[src/rtl/leader_pkg.sv]
package leader_pkg;

    typedef enum logic [2:0] {
        ST_IDLE,
        ST_ISSUE,
        ST_ACCUM,
        ST_WRITE,
        ST_FINISH
    } scan_state_t;

    localparam int NB_CNT = 8;
    localparam int IDX_W  = 4;

endpackage

[src/rtl/leader_nbr_addr.sv]
module leader_nbr_addr #(
    parameter int IMG_W  = 5,
    parameter int IMG_H  = 5,
    parameter int ROW_W  = 3,
    parameter int COL_W  = 3,
    parameter int ADDR_W = 5,
    parameter int IDX_W  = 4
) (
    input  logic [ROW_W-1:0]  row,
    input  logic [COL_W-1:0]  col,
    input  logic [IDX_W-1:0]  idx,
    output logic              valid,
    output logic [ADDR_W-1:0] addr
);

    // idx 0 selects the pixel itself; idx 1..8 walk the 3x3 window
    // skipping its centre slot.
    always_comb begin
        int slot;
        int r;
        int c;
        if (idx == '0) begin
            slot = 4;
        end else if (int'(idx) - 1 < 4) begin
            slot = int'(idx) - 1;
        end else begin
            slot = int'(idx);
        end
        r     = int'(row) + slot / 3 - 1;
        c     = int'(col) + slot % 3 - 1;
        valid = (r >= 0) && (r < IMG_H) && (c >= 0) && (c < IMG_W);
        addr  = valid ? ADDR_W'(r * IMG_W + c) : '0;
    end

endmodule

[src/rtl/leader_weight.sv]
module leader_weight #(
    parameter int PIX_W = 8
) (
    input  logic [PIX_W-1:0] pix_a,
    input  logic [PIX_W-1:0] pix_b,
    output logic [PIX_W-1:0] weight
);

    localparam int MAXV = (1 << PIX_W) - 1;

    logic [PIX_W-1:0] diff;
    logic [PIX_W:0]   denom;
    logic [PIX_W:0]   numer;

    always_comb begin
        diff   = (pix_a > pix_b) ? (pix_a - pix_b) : (pix_b - pix_a);
        denom  = {1'b0, diff} + (PIX_W+1)'(1);
        numer  = (PIX_W+1)'(MAXV);
        weight = PIX_W'(numer / denom);
    end

endmodule

[src/rtl/leader_accum.sv]
module leader_accum #(
    parameter int PIX_W = 8,
    parameter int ACC_W = 11,
    parameter int THR_W = 12
) (
    input  logic             clk,
    input  logic             rst_n,
    input  logic             clr,
    input  logic             add_en,
    input  logic [PIX_W-1:0] add_val,
    input  logic [THR_W-1:0] thr,
    output logic [ACC_W-1:0] sum,
    output logic             is_leader
);

    localparam int CMP_W = (ACC_W > THR_W) ? ACC_W : THR_W;

    logic [CMP_W-1:0] sum_ext;
    logic [CMP_W-1:0] thr_ext;

    always_ff @(posedge clk or negedge rst_n) begin
        if (!rst_n) begin
            sum <= '0;
        end else if (clr) begin
            sum <= '0;
        end else if (add_en) begin
            sum <= sum + ACC_W'(add_val);
        end
    end

    always_comb begin
        sum_ext   = CMP_W'(sum);
        thr_ext   = CMP_W'(thr);
        is_leader = sum_ext > thr_ext;
    end

endmodule

[src/rtl/leader_cell_detector.sv]
module leader_cell_detector
    import leader_pkg::*;
#(
    parameter int IMG_W = 5,
    parameter int IMG_H = 5,
    parameter int PIX_W = 8,
    parameter int THR_W = 12
) (
    input  logic                                 clk,
    input  logic                                 rst_n,
    input  logic                                 start,
    input  logic [THR_W-1:0]                     thr_in,
    output logic                                 rd_en,
    output logic [$clog2(IMG_W*IMG_H)-1:0]       rd_addr,
    input  logic [PIX_W-1:0]                     rd_data,
    output logic                                 wr_en,
    output logic [$clog2(IMG_W*IMG_H)-1:0]       wr_addr,
    output logic                                 wr_data,
    output logic                                 done
);

    localparam int NPIX   = IMG_W * IMG_H;
    localparam int ADDR_W = $clog2(NPIX);
    localparam int ROW_W  = (IMG_H > 1) ? $clog2(IMG_H) : 1;
    localparam int COL_W  = (IMG_W > 1) ? $clog2(IMG_W) : 1;
    localparam int ACC_W  = $clog2(NB_CNT * ((1 << PIX_W) - 1) + 1);

    scan_state_t       state;
    scan_state_t       state_nx;
    logic              busy;
    logic [ROW_W-1:0]  row;
    logic [COL_W-1:0]  col;
    logic [ADDR_W-1:0] pix_addr;
    logic [IDX_W-1:0]  nb_idx;
    logic [PIX_W-1:0]  center;
    logic [THR_W-1:0]  thr_q;
    logic              nb_valid;
    logic [ADDR_W-1:0] nb_addr;
    logic [PIX_W-1:0]  weight;
    logic              acc_clr;
    logic              acc_add;
    logic [ACC_W-1:0]  acc_sum;
    logic              is_leader;
    logic              last_pix;
    logic              last_nb;
    logic              last_col;

    assign busy     = (state != ST_IDLE);
    assign last_pix = (pix_addr == ADDR_W'(NPIX - 1));
    assign last_nb  = (nb_idx == IDX_W'(NB_CNT));
    assign last_col = (col == COL_W'(IMG_W - 1));

    leader_nbr_addr #(
        .IMG_W (IMG_W),
        .IMG_H (IMG_H),
        .ROW_W (ROW_W),
        .COL_W (COL_W),
        .ADDR_W(ADDR_W),
        .IDX_W (IDX_W)
    ) u_nbr (
        .row  (row),
        .col  (col),
        .idx  (nb_idx),
        .valid(nb_valid),
        .addr (nb_addr)
    );

    leader_weight #(
        .PIX_W(PIX_W)
    ) u_weight (
        .pix_a (center),
        .pix_b (rd_data),
        .weight(weight)
    );

    leader_accum #(
        .PIX_W(PIX_W),
        .ACC_W(ACC_W),
        .THR_W(THR_W)
    ) u_accum (
        .clk      (clk),
        .rst_n    (rst_n),
        .clr      (acc_clr),
        .add_en   (acc_add),
        .add_val  (weight),
        .thr      (thr_q),
        .sum      (acc_sum),
        .is_leader(is_leader)
    );

    // State register
    always_ff @(posedge clk or negedge rst_n) begin
        if (!rst_n) begin
            state <= ST_IDLE;
        end else begin
            state <= state_nx;
        end
    end

    // Transitions
    always_comb begin
        state_nx = state;
        unique case (state)
            ST_IDLE:   if (start && !busy) state_nx = ST_ISSUE;
            ST_ISSUE: begin
                if (nb_valid)     state_nx = ST_ACCUM;
                else if (last_nb) state_nx = ST_WRITE;
                else              state_nx = ST_ISSUE;
            end
            ST_ACCUM:  state_nx = last_nb ? ST_WRITE : ST_ISSUE;
            ST_WRITE:  state_nx = last_pix ? ST_FINISH : ST_ISSUE;
            ST_FINISH: state_nx = ST_IDLE;
            default:   state_nx = ST_IDLE;
        endcase
    end

    // Scan position, centre pixel and latched threshold
    always_ff @(posedge clk or negedge rst_n) begin
        if (!rst_n) begin
            row      <= '0;
            col      <= '0;
            pix_addr <= '0;
            nb_idx   <= '0;
            center   <= '0;
            thr_q    <= '0;
        end else begin
            unique case (state)
                ST_IDLE: begin
                    if (start) begin
                        thr_q    <= thr_in;
                        row      <= '0;
                        col      <= '0;
                        pix_addr <= '0;
                        nb_idx   <= '0;
                    end
                end
                ST_ISSUE: begin
                    if (!nb_valid && !last_nb) nb_idx <= nb_idx + IDX_W'(1);
                end
                ST_ACCUM: begin
                    if (nb_idx == '0) center <= rd_data;
                    if (!last_nb)     nb_idx <= nb_idx + IDX_W'(1);
                end
                ST_WRITE: begin
                    nb_idx <= '0;
                    if (!last_pix) begin
                        pix_addr <= pix_addr + ADDR_W'(1);
                        if (last_col) begin
                            col <= '0;
                            row <= row + ROW_W'(1);
                        end else begin
                            col <= col + COL_W'(1);
                        end
                    end
                end
                ST_FINISH: begin
                end
                default: begin
                end
            endcase
        end
    end

    // Outputs
    always_comb begin
        rd_en   = 1'b0;
        wr_en   = 1'b0;
        done    = 1'b0;
        acc_clr = 1'b0;
        acc_add = 1'b0;
        rd_addr = nb_addr;
        wr_addr = pix_addr;
        wr_data = is_leader;
        unique case (state)
            ST_IDLE:   acc_clr = start;
            ST_ISSUE:  rd_en   = nb_valid;
            ST_ACCUM:  acc_add = (nb_idx != '0);
            ST_WRITE: begin
                wr_en   = 1'b1;
                acc_clr = 1'b1;
            end
            ST_FINISH: done    = 1'b1;
            default: begin
            end
        endcase
    end

endmodule

[config.mk]
export PLATFORM = sky130hd
export DESIGN_NAME = leader_cell_detector
export DESIGN_NICKNAME = d
export VERILOG_FILES = /design/src/rtl/leader_pkg.sv /design/src/rtl/leader_nbr_addr.sv /design/src/rtl/leader_weight.sv /design/src/rtl/leader_accum.sv /design/src/rtl/leader_cell_detector.sv
export SDC_FILE = /design/constraint.sdc
export NUM_CORES = 1
export LEC_CHECK = 0
export BUFFER_PORTS_ARGS = -buffer_cell sky130_fd_sc_hd__buf_4
export CORE_MARGIN = 8
export CORE_UTILIZATION = 40
export CTS_CLUSTER_SIZE = 10
export DETAILED_ROUTE_END_ITERATION = 10
export GPL_TIMING_DRIVEN = 0
export PLACE_DENSITY = 0.62
export SETUP_SLACK_MARGIN = 0.3
export SYNTH_ARGS = -nofsm -noshare
export SYNTH_HDL_FRONTEND = slang
export SYNTH_SLANG_ARGS = --single-unit
[constraint.sdc]
create_clock -name clk -period 14.42 [get_ports clk]
set_input_delay 1.442 -clock clk [delete_from_list [all_inputs] [get_ports clk]]
set_output_delay 1.442 -clock clk [all_outputs]
set_load 0.005 [all_outputs]
==> results_dict.tcl <==
set metrics [dict create \
    grt_max_degree 50 \
    synthesis.area_um2 10550 \
    fin_nets 1742 \
    slew-limit-headroom 0.1983 \
    gr-usage-all-layers 0.1891 \
    clk_pin_slew_worst_paths_ns 0.08 \
    clk_path_buf_depth 2 \
    start_kind "input port" \
    gp_congestion 0.9466 \
    drt_iter0_markers 668 \
    core_um2 25980 \
    period_needed_ns 16.54 \
    grt_pass1_wl_um 50840 \
    drive_gt1_frac 0.2004 \
    path_class "input port to flop" \
    firstDrtPassIters 7 \
    yosys.area.top_type_share 0.1613 \
    antenna_found_initial 0 \
    dp_hpwl_um 24520 \
    fmax_mhz 60.45 \
    wl_um 31260 \
    clock-root-buffer "clkbuf_16" \
    yosysWarnings 0 \
    worstPathMaxFanout 8 \
    grt-ovfl-total 0 \
    cpMostUsedCell "nand2b_1" \
    rsz0062_at_grt "true" \
    synthTopCellsByArea "ha_1, dfrtp_1, a21oi_1, o21ai_0, nand2_1" \
    routed_via_density 5.769 \
    port-buffer-count 36 \
    yosysSeqAreaShare 0.1162 \
    ant_nets 0 \
    worstPathArrival_ns 16.75 \
    synth-main-ff-cell "dfrtp_1" \
    hold_violations 0 \
    layout_commonest_cell "ha_1" \
    finalCritPeriodShare 1.147 \
    dieWidth_um 178.4 \
    area_growth_pct 23.08 \
    dieArea_um2 31830 \
    maxCapViolCount 0 \
    grt_pass1_vias 10510 \
    vias 11030 \
    avgSynthCellArea_um2 7.531 \
    endpoint_kind "flop" \
    min-delay-path-class "flop to flop" \
    cts_max_level 2 \
    drv_slew 0 \
    cts_buffers 5 \
    slowest_delay_ns 0.44 \
    finalClockSkew_ns 0.01023 \
    fp-row-count 59 \
    boundaryPins 37 \
    die_y_um 178.4 \
    worst-endpoint-required_ns 14.62 \
    cts_tree "built" \
    setup_slack_ns -2.123 \
    critPathSlowestCell "or3_4" \
    synth_edf_count 0 \
    status "finished with violations" \
    async_reset_ff_frac 1.000 \
    diodes 0 \
    final_util 0.4998 \
    drc_errors 0 \
    yosysTopAreaCell "ha_1" \
    ys_types 105 \
    reg2reg_slack_ns -1.28 \
    setup_violations 11 \
    synth_seq_cells 49 \
    fin_hold_ws_ns 0.4977 \
    clock-sinks 49 \
    violations "negative setup slack" \
    start_util 0.4061 \
    tightest_slew_ns 1.187 \
    wire_per_inst_um 16.35 \
    syn_inst 1401 \
    clkLatencyLatePin_ns 0.31 \
    most-common-layout-cells "ha_1, buf_4, nand2_1" \
]
per-layer routing:
layer | GRT usage | routed length (um) | vias to the layer above
met1 | 0.2455 | 14630 | 5210
met2 | 0.3253 | 14760 | 242
met3 | 0.02138 | 1285 | 39
li1 | - | - | 5539
met5 | 0 | 0 | -
met4 | 0.05202 | 577 | 0
final cells by class:
class	instances	area, um2
plain buffers	46	289.0
clock buffers	5	125.1
clock inverters	3	28.78
fillers	2545	13000
inverters	117	459.2
multi-input cells	1239	9523
flip-flops and latches	49	1226
well taps	335	419.2
repair buffers	118	915.9
path summary, 6_finish.rpt:
check                                           start                          end  cells after the start
worst min register to register  center[7]$_DFFE_PN0P_        center[7]$_DFFE_PN0P_                      2
worst min-delay path            center[7]$_DFFE_PN0P_        center[7]$_DFFE_PN0P_                      2
max in group asynchronous                       rst_n        center[4]$_DFFE_PN0P_                      1
worst max register to register  center[5]$_DFFE_PN0P_  u_accum.sum[10]$_DFFE_PN0P_                     92
worst max-delay path                       rd_data[5]  u_accum.sum[10]$_DFFE_PN0P_                     94
min in group asynchronous                       rst_n       wr_addr[4]$_DFFE_PN0P_                      1
metrics by stage:
| stage | setup slack [ns] | setup TNS (ns) | instance area, um2 | cells |
|---|---|---|---|---|
| floorplan | -1.295 | -8.764 | 11100 | 1451 |
| global placement | -3.323 | -30.51 | 11790 | 1822 |
| detailed placement | -3.494 | -32.38 | 11790 | 1822 |
| CTS | -1.836 | -15.37 | 12640 | 1886 |
| global route | -2.663 | -24.02 | 12990 | 1912 |
| finish | -2.123 | -18.47 | 12990 | 1912 |
flip-flops by register name, indices dropped and copies added (netlist names):
signal and cells:
state 3, thr_q 12, u_accum.sum 11, row 3, center 8, wr_addr 5, col 3, nb_idx 4
cell families (layout without fill, tap and decap cells):
logic type               Yosys count  count (layout)  share of synthesized area
AO/OA/AOI/OAI                    453             453                     0.3016
XOR/XNOR                          58              58                    0.04957
adder cells (fa/ha/maj)          143             143                     0.1746
buffers and inverters            163             289                    0.06486
flip-flops                        49              49                     0.1162
multiplexers                      39              39                    0.03925
other                              2              52                  0.0007118
AND/OR/NAND/NOR                  494             494                     0.2533
Yosys cell counts (23+ instances only):
master    number
mux2i_1       23
xnor2_1       32
nor3_1        42
and2_1        28
nand3_1       35
xor2_1        25
nand2_1      107
inv_1        106
a21oi_1       94
o21a_1        34
ha_1         136
nand2b_1      32
nor2_1        97
nor2b_1       23
a21o_1        29
o21ai_0       91
dfrtp_1       49
clkbuf_1      27
worst max-delay path, delay by kind of cell:
family	cells	cell delay (ns)
multiplexers	3	0.96
XOR/XNOR	1	0.15
adder cells (fa/ha/maj)	10	2.31
AO/OA/AOI/OAI	42	6.78
AND/OR/NAND/NOR	30	4.20
buffers and inverters	8	0.83
what timing repair did:
action,in CTS,in global routing
hold buffers,0,0
pin swaps,47,22
gates resized for setup,56,34
setup endpoints to repair,11,11
buffers inserted,56,26
Power is left out: the tool's default activity adds up to more than one toggle a clock period on the data nets, which glitch-free logic cannot reach.
